**src/rtl/hss_pkg.sv**
```systemverilog
package hss_pkg;

    typedef enum logic [2:0] {
        ST_IDLE   = 3'd0,
        ST_ARMED  = 3'd1,
        ST_HOLD   = 3'd2,
        ST_BUILD  = 3'd3,
        ST_RELOCK = 3'd4,
        ST_SETTLE = 3'd5
    } seq_state_e;

    typedef struct packed {
        seq_state_e state;
    } seq_regs_t;

endpackage

```
**src/rtl/hss_lock_qual.sv**
```systemverilog
// Counts consecutive in-window samples; hit fires on the QUAL-th one.
module hss_lock_qual #(
    parameter int QUAL = 8
) (
    input  logic clk,
    input  logic rst,
    input  logic clear,
    input  logic sample,
    output logic hit
);
    localparam int CW = (QUAL > 1) ? $clog2(QUAL) : 1;
    localparam logic [CW-1:0] LAST = CW'(QUAL - 1);

    logic [CW-1:0] cnt_d, cnt_q;

    always_comb begin
        hit   = !clear && sample && (cnt_q == LAST);
        cnt_d = cnt_q;
        if (clear || !sample || hit) begin
            cnt_d = '0;
        end else begin
            cnt_d = cnt_q + 1'b1;
        end
    end

    always_ff @(posedge clk) begin
        if (rst) cnt_q <= '0;
        else     cnt_q <= cnt_d;
    end
endmodule

```
**src/rtl/hss_settle_timer.sv**
```systemverilog
// Runs while run is high; done fires in the LEN-th consecutive run cycle.
module hss_settle_timer #(
    parameter int LEN = 18
) (
    input  logic clk,
    input  logic rst,
    input  logic run,
    output logic done
);
    localparam int CW = (LEN > 1) ? $clog2(LEN) : 1;
    localparam logic [CW-1:0] LAST = CW'(LEN - 1);

    logic [CW-1:0] cnt_d, cnt_q;

    always_comb begin
        done  = run && (cnt_q == LAST);
        cnt_d = (run && !done) ? cnt_q + 1'b1 : '0;
    end

    always_ff @(posedge clk) begin
        if (rst) cnt_q <= '0;
        else     cnt_q <= cnt_d;
    end
endmodule

```
**src/rtl/hitless_switch_seq.sv**
```systemverilog
module hitless_switch_seq
    import hss_pkg::*;
#(
    parameter int CLK_PERIOD_PS = 10000,
    parameter int SETTLE_NS     = 175,
    parameter int QUAL_CYCLES   = 8
) (
    input  logic clk,
    input  logic rst,
    input  logic lock_ok,
    input  logic lol_event,
    input  logic pbo_done,
    input  logic pbo_option,
    input  logic nbw_strap,
    output logic pd_en,
    output logic nbw_sel,
    output logic pbo_req,
    output logic armed
);
    localparam int SETTLE_CYC =
        (SETTLE_NS * 1000 + CLK_PERIOD_PS - 1) / CLK_PERIOD_PS;
    localparam int SETTLE_LEN = (SETTLE_CYC < 1) ? 1 : SETTLE_CYC;

    seq_regs_t r_d, r_q;
    logic      qual_clear;
    logic      qual_hit;
    logic      timer_run;
    logic      timer_done;

    hss_lock_qual #(.QUAL(QUAL_CYCLES)) u_qual (
        .clk    (clk),
        .rst    (rst),
        .clear  (qual_clear),
        .sample (lock_ok),
        .hit    (qual_hit)
    );

    hss_settle_timer #(.LEN(SETTLE_LEN)) u_timer (
        .clk  (clk),
        .rst  (rst),
        .run  (timer_run),
        .done (timer_done)
    );

    always_comb begin
        r_d        = r_q;
        qual_clear = 1'b1;
        timer_run  = 1'b0;
        unique case (r_q.state)
            ST_IDLE: begin
                qual_clear = 1'b0;
                if (qual_hit) r_d.state = ST_ARMED;
            end
            ST_ARMED: begin
                if (lol_event) r_d.state = ST_HOLD;
            end
            ST_HOLD: begin
                r_d.state = pbo_option ? ST_BUILD : ST_RELOCK;
            end
            ST_BUILD: begin
                if (pbo_done) r_d.state = ST_RELOCK;
            end
            ST_RELOCK: begin
                qual_clear = 1'b0;
                if (qual_hit) r_d.state = ST_SETTLE;
            end
            ST_SETTLE: begin
                timer_run = 1'b1;
                if (timer_done) r_d.state = ST_ARMED;
            end
            default: r_d.state = ST_IDLE;
        endcase
    end

    always_ff @(posedge clk) begin
        if (rst) r_q.state <= ST_IDLE;
        else     r_q       <= r_d;
    end

    always_comb begin
        pd_en   = !(r_q.state inside {ST_HOLD, ST_BUILD});
        pbo_req = (r_q.state == ST_BUILD);
        armed   = (r_q.state == ST_ARMED);
        nbw_sel = nbw_strap ||
                  (r_q.state inside {ST_HOLD, ST_BUILD, ST_RELOCK, ST_SETTLE});
    end
endmodule

```
**config.mk**
```make
export PLATFORM = sky130hd
export DESIGN_NAME = hitless_switch_seq
export DESIGN_NICKNAME = d
export VERILOG_FILES = /design/src/rtl/hss_pkg.sv /design/src/rtl/hss_lock_qual.sv /design/src/rtl/hss_settle_timer.sv /design/src/rtl/hitless_switch_seq.sv
export SDC_FILE = /design/constraint.sdc
export NUM_CORES = 1
export LEC_CHECK = 0
export ABC_AREA = 1
export BUFFER_PORTS_ARGS = -buffer_cell sky130_fd_sc_hd__buf_2
export CORE_AREA = 2 2 39 41
export DETAILED_ROUTE_END_ITERATION = 10
export DIE_AREA = 0 0 41 43
export GPL_TIMING_DRIVEN = 0
export HOLD_SLACK_MARGIN = 0.15
export REMOVE_ABC_BUFFERS = 1
export SLEW_MARGIN = 20
export SYNTH_ARGS = -nofsm -noshare
export SYNTH_HDL_FRONTEND = slang
export SYNTH_SLANG_ARGS = --single-unit
```
**constraint.sdc**
```tcl
create_clock -name clk -period 1.7 [get_ports clk]
set_clock_uncertainty 0.2 [all_clocks]
set_input_delay 0.085 -clock clk [delete_from_list [all_inputs] [get_ports clk]]
set_output_delay 0.085 -clock clk [all_outputs]
set_load 0.01 [all_outputs]
```
==> metrics.md, run 1 <==
| Metric | Value |
|---|---|
| I/O pin count | `11` |
| Total wire length | `around 960 um` |
| DR vias/cell | `4.39` |
| Leak | `between 0.3 and 0.4 nW` |
| Post_cts resized | `0` |
| Outcome | `finished clean` |
| Largest net degree at the start of global routing | `7` |
| Top-count cell post-synth | `nor2_1` |
| Synthesized flop and latch total | `11` |
| Mapped Cells | `between 70 and 80` |
| Worst path max stage delay | `approximately 340 ps` |
| Via count | `about 500` |
| Tot Pwr | `roughly 0.86 mW` |
| Final ANT Viol Nets | `0` |
| Chip Width | `between 40 and 50 um` |
| Count of distinct cell types in the synthesized netlist | `16` |
| Core area | `1380 sq um` |
| Crit path cell chain | `ha_1 -> ha_1 -> nand2_1 -> nand2_1 -> nand2_2 -> nor2_2 -> nand2_1 -> nand2_1 -> nor2_1` |
| Post-synth top cells | `nor2_1, nand2_1, dfxtp_1, inv_1, nand3_1` |
| CP endpoint kind | `flip-flop` |
| Busiest metal layer after global routing | `met2` |
| Arrival @ worst endpoint | `~1500 ps` |
| Worst-path clk slew | `roughly 70 ps` |
| EDFF count, synth | `0` |
| TritonCTS clock tree | `yes` |
| Max-cap violations | `0` |
| TritonCTS Buffers | `3` |
| Synthesized area per cell | `between 7 and 8 sq um` |
| Slowest CP cell | `dfxtp_1` |
| Most used cell, CP | `nand2_1` |
| Fin. Hold Viols | `0` |
| Core Rows | `14` |
| Mapped Area | `547 sq um` |
| Initial core utilization | `0.395` |
| Slew at the pin closest to its max-slew limit | `about 270 ps` |
| Area leader, netlist | `dfxtp_1` |
| Post-synthesis sequential area ratio | `0.403` |
| Die ar. | `~1800 sq um` |
| Fill count | `around 140` |
| Period utilization | `0.883` |
| First-pass GRT wire length | `approximately 1600 um` |
| Slew Limit Headroom | `0.820` |
| Met3 usage in global routing | `0.0471` |
| RSZ-0062 raised after global routing | `false` |
| Largest fanout on the critical path | `5` |
| Register area | `~220 sq um` |
| Avg WL per Cell | `between 8 and 9 um` |
| Multi-input gate area | `between 200 and 300 sq um` |
| Postcts setup bufs | `0` |
| Layout cells sized above 1 | `0.219` |
| Kind of critical path | `flip-flop to flip-flop` |
| Placer Congestion | `about 0.75` |
| PD cells | `around 1200 nW/um^2` |
| 1st-pass router iterations | `4` |
| Gr usage total | `0.148` |
| Initial DRC count | `4` |
| Htree depth | `1` |
| Ys async rst share | `0` |
| Top cells by area, synth | `dfxtp_1, nor2_1, ha_1, nand2_1, inv_1` |
| # hold bufs at CTS | `5` |
| Final setup vio count | `0` |
| Antenna Cells | `0` |
| Fin crit period | `roughly 1500 ps` |
| Port Buffers | `10` |
| Sink Count | `11` |
| Initial antenna violation count | `0` |
| Yosys warning count | `0` |
| F_max | `roughly 670 MHz` |
| Layout area overhead | `26.8%` |
| Hold WS | `around 230 ps` |
| Vias in the first global route | `between 400 and 500` |
| Slew Limit Fails | `0` |
| Main synth FF type | `dfxtp_1` |
| Die height | `43 um` |
| M2 GR Usage | `0.216` |
| DRC | `0` |
| Worst IR Drop VDD | `between 0.0005 and 0.0006 V` |
| Setup_tns | `0 ps` |
| Clock insertion delay at the later pin of the skew report | `around 270 ps` |
| DP HPWL | `738 um` |
| CP Launch Type | `flip-flop` |
| Root buffer cell | `clkbuf_4` |
| Gr ovfl total | `0` |
| GRT met1 Usage | `0.155` |
| Data required time of the worst path | `roughly 1700 ps` |
| Deepest clock path buffer count | `2` |
| Synth top area share | `0.403` |
| Nets | `~110` |
| Worst hold path class | `flip-flop to flip-flop` |
[cell type report]
cell class                 instances  area share
sequential                        11       0.318
inverter                          12      0.0650
timing repair buffer              15       0.144
tap                               16      0.0289
clock buffer                       4      0.0379
multi-input combinational         54       0.406
[critical path: cells and delay by family, from the launching register on]
| kind | cells | cell delay [ps] |
|---|---|---|
| AND/OR/NAND/NOR | 7 | 560 |
| adder cells (fa/ha/maj) | 2 | 310 |
| flip-flops | 1 | 340 |
[layer usage]
metal | routed length [um] | vias to the layer above
met5 | 0 | -
met2 | 454 | 7
met4 | 40 | 0
met3 | 34 | 5
met1 | 426 | 205
li1 | - | 275
[where the power goes]
part | internal, mW | switching, mW
Clock | 0.0911 | 0.0928
Combinational | 0.130 | 0.206
Sequential | 0.296 | 0.0416
Total | 0.518 | 0.340
[cell usage in the layout, fill, tap and decap left out, drive strengths merged]
cell type	n
inv	12
xnor2	1
o21ai	1
dfxtp	11
nor3	1
xor2	2
buf	10
a22oi	1
nor2	23
a21oi	1
nand2	14
nand3	5
clkbuf	4
ha	4
nand4	1
dlygate4sd3	5
[flip-flops by register name (all words and copies together), names as in the netlist]
name and count:
u_timer.cnt_q 5, r_q 3, u_qual.cnt_q 3
[cell families (layout without fill, tap and decap cells)]
kind of cell | after synthesis | in the layout | share of synthesized area
compound gates | 3 | 3 | 0.0320
flops | 11 | 11 | 0.403
fa+ha+maj | 4 | 4 | 0.0915
xor+xnor | 3 | 3 | 0.0481
simple gates | 44 | 44 | 0.343
buf+inv | 12 | 31 | 0.0824
[metrics by stage]
stage          setup slack, ps  utilization  area [sq um]  cells
2_1_floorplan              308            -           547     77
5_1_grt                   40.2        0.501           693    112
3_5_place_dp               211        0.446           617    103
4_1_cts                    181        0.501           693    112
3_3_place_gp               217        0.446           617    103
6_report                   200        0.501           693    112
[path summary, 6_finish.rpt]
kind	endpoint	cells after the start	from	slack, ps
worst max-delay path	r_q[1]$_SDFFE_PP0P_	9	u_qual.cnt_q[0]$_SDFF_PP0_	200
worst min register to register	u_qual.cnt_q[0]$_SDFF_PP0_	1	u_qual.cnt_q[0]$_SDFF_PP0_	230
worst min-delay path	u_qual.cnt_q[0]$_SDFF_PP0_	1	u_qual.cnt_q[0]$_SDFF_PP0_	230
worst max register to register	r_q[1]$_SDFFE_PP0P_	9	u_qual.cnt_q[0]$_SDFF_PP0_	200
No activity file was read; power rests on OpenSTA's default activity.
==> run 2, diff against run 1 <==
- clock period: 1.7 -> 1.65 ns (I/O delays scaled with it)
==> run 2 against run 1 <==
  * Hold slack unchanged
  * Non-clock buffer count stayed put
  * First-iteration DRC count rose by 25%
  * Core utilization grew 0.36 points
  * Clock-buffer cell count unchanged
  * Sequential share of layout area down 0.23 points
  * Sequential power is 3% higher
  * Highest routed layer unchanged
  * Critical path type unchanged
  * Routed wire length stayed put
  * Register-to-register slack about the same
==> metrics.md, run 2 (synthesis gave the netlist of run 1 again) <==
| Metric | Value |
|---|---|
| Outcome | `finished clean` |
| Vias in the first global route | `436 (unchanged)` |
| Crit. path cell count | `9 (unchanged)` |
| Die ar. | `1760 sq um (unchanged)` |
| Worst path bufs/invs | `0 (unchanged)` |
| I/O pin count | `11 (unchanged)` |
| First-pass GRT wire length | `1620 um (unchanged)` |
| Kind of critical path | `flip-flop to flip-flop` |
| R2R Setup Slk | `190 ps (about the same)` |
| Most frequent cells in the layout | `nor2_1, nand2_1, dfxtp_1` |
| Initial antenna violation count | `0 (unchanged)` |
| Final ANT Viol Nets | `0 (unchanged)` |
| DR vias/cell | `4.37 (-0.61%)` |
| Layout area overhead | `27.7%` |
| Slew Limit Headroom | `0.821 (about the same)` |
| Htree depth | `1 (unchanged)` |
| Gr usage total | `0.148 (unchanged)` |
| Max-cap violations | `0 (unchanged)` |
| Met3 usage in global routing | `0.0471 (unchanged)` |
| Nets | `108 (unchanged)` |
| Fin. Hold Viols | `0 (unchanged)` |
| M2 GR Usage | `0.216 (unchanged)` |
| Largest fanout on the critical path | `5 (unchanged)` |
| Commonest non-fill, non-tap cell in the layout | `nor2_1` |
| Most used cell, CP | `nand2_1` |
| Postcts setup bufs | `0 (unchanged)` |
| F_max | `683 MHz (+2.5%)` |
| Avg WL per Cell | `8.54 um (unchanged)` |
| Placer Congestion | `0.749 (unchanged)` |
| Root buffer cell | `clkbuf_4` |
| Worst Setup SP | `u_qual.cnt_q[0]$_SDFF_PP0_` |
| R2R depth | `9 (unchanged)` |
| CP Launch Type | `flip-flop` |
| Antenna Cells | `0 (unchanged)` |
| Initial DRC count | `5 (+1)` |
| GRT met1 Usage | `0.155 (unchanged)` |
| Period utilization | `0.887 (+0.00448)` |
| Fill count | `142 (unchanged)` |
| Biggest register | `u_timer.cnt_q` |
| Layout cells sized above 1 | `0.219 (unchanged)` |
| 1st-pass router iterations | `4 (unchanged)` |
| Slew Limit Fails | `0 (unchanged)` |
| Initial core utilization | `0.395 (unchanged)` |
| Critical Path End | `r_q[1]$_SDFFE_PP0P_` |
| Slowest CP cell | `dfxtp_1` |
| Port Buffers | `10 (unchanged)` |
| TritonCTS clock tree | `yes` |
| Setup_tns | `0 ps (unchanged)` |
| Via count | `489 (-0.61%)` |
| DP HPWL | `738 um (unchanged)` |
| Largest net degree at the start of global routing | `7 (unchanged)` |
| Slew at the pin closest to its max-slew limit | `268 ps (-0.531 ps)` |
| R2R Path Start | `u_qual.cnt_q[0]$_SDFF_PP0_` |
| Clock insertion delay at the later pin of the skew report | `270 ps (about the same)` |
| Worst path max stage delay | `340 ps (about the same)` |
| Total wire length | `956 um (unchanged)` |
| Core Rows | `14 (unchanged)` |
| Top Registers | `u_timer.cnt_q: 5 flops, r_q: 3 flops, u_qual.cnt_q: 3 flops` |
| PD cells | `1290 nW/um^2 (+4.1%)` |
| Worst hold path class | `flip-flop to flip-flop` |
| Final setup vio count | `0 (unchanged)` |
| Data required time of the worst path | `1620 ps (-50 ps)` |
| Die height | `43 um (unchanged)` |
| Fin crit period | `1460 ps (-36.7 ps)` |
| Sink Count | `11 (unchanged)` |
| Leak | `0.327 nW (+0.22%)` |
| Worst IR Drop VDD | `0.000617 V (+3.5%)` |
| Chip Width | `41 um (unchanged)` |
| Arrival @ worst endpoint | `1440 ps (-30 ps)` |
| Busiest metal layer after global routing | `met2` |
| TritonCTS Buffers | `3 (unchanged)` |
| CP endpoint kind | `flip-flop` |
| DRC | `0 (unchanged)` |
| Final core utilization | `0.505 (+0.00362)` |
| Core area | `1380 sq um (unchanged)` |
| RSZ-0062 raised after global routing | `false` |
| Max FFs per register | `5 (unchanged)` |
| Deepest clock path buffer count | `2 (unchanged)` |
| Crit path cell chain | `ha_1 -> ha_1 -> nand2_1 -> nand2_1 -> nand2_2 -> nor2_4 -> nand2_1 -> nand2_1 -> nor2_1` |
| Worst-path clk slew | `70 ps (about the same)` |
| Gr ovfl total | `0 (unchanged)` |
| Cell family with most CP delay | `simple AND/OR/NAND/NOR gates` |
| Endpoint of the worst register-to-register path | `r_q[1]$_SDFFE_PP0P_` |
## run 2: timing repair
action                                  in CTS  in global routing
resized for setup                            0                  1
endpoints found under the setup margin       0                  1
hold buffers                                 5                  0
hold endpoints to repair                    11                  0
## run 2: how the worst min path moves through the flow
stage | startpoint | endpoint | slack (ps) | cells after the start
after floorplan | lock_ok | u_qual.cnt_q[2]$_SDFF_PP0_ | 70 | 2
after global placement | rst | r_q[1]$_SDFFE_PP0P_ | 190 | 4
after detailed placement | rst | r_q[2]$_SDFFE_PP0P_ | 200 | 4
after CTS | u_qual.cnt_q[0]$_SDFF_PP0_ | u_qual.cnt_q[0]$_SDFF_PP0_ | 230 | 1
after global routing | u_qual.cnt_q[0]$_SDFF_PP0_ | u_qual.cnt_q[0]$_SDFF_PP0_ | 240 | 1
final | u_qual.cnt_q[0]$_SDFF_PP0_ | u_qual.cnt_q[0]$_SDFF_PP0_ | 230 | 1
## run 2: layout make-up
type	count	area [sq um]	share of cell area
flip-flops and latches	11	220	0.315
repair buffers	15	100	0.143
well taps	16	20.0	0.0287
clock buffers	4	26.3	0.0376
multi-input cells	54	287	0.410
inverters	12	45.0	0.0645
## run 2: where the power goes
group | internal, mW | leakage (nW) | total [mW] | switching, mW
clock | 0.0938 | 0.0150 | 0.190 | 0.0962
sequential | 0.305 | 0.0893 | 0.348 | 0.0430
combinational | 0.142 | 0.223 | 0.361 | 0.219
## run 2: stage by stage
step                      setup slack, ps  instances  power (mW)  area, sq um  hold WS, ps
after floorplan                       258         77       0.611          547         70.4
after global placement                167        103       0.689          617          194
after detailed placement              161        103       0.693          617          204
after CTS                             131        112       0.895          693          232
after global routing                 51.3        112       0.976          698          241
final                                 186        112       0.900          698          227
## run 2: routing by layer
metal / wire [um] / share of wire
met1: 423 / 0.44
met3: 34 / 0.036
met2: 457 / 0.48
met5: 0 / 0
met4: 40 / 0.042
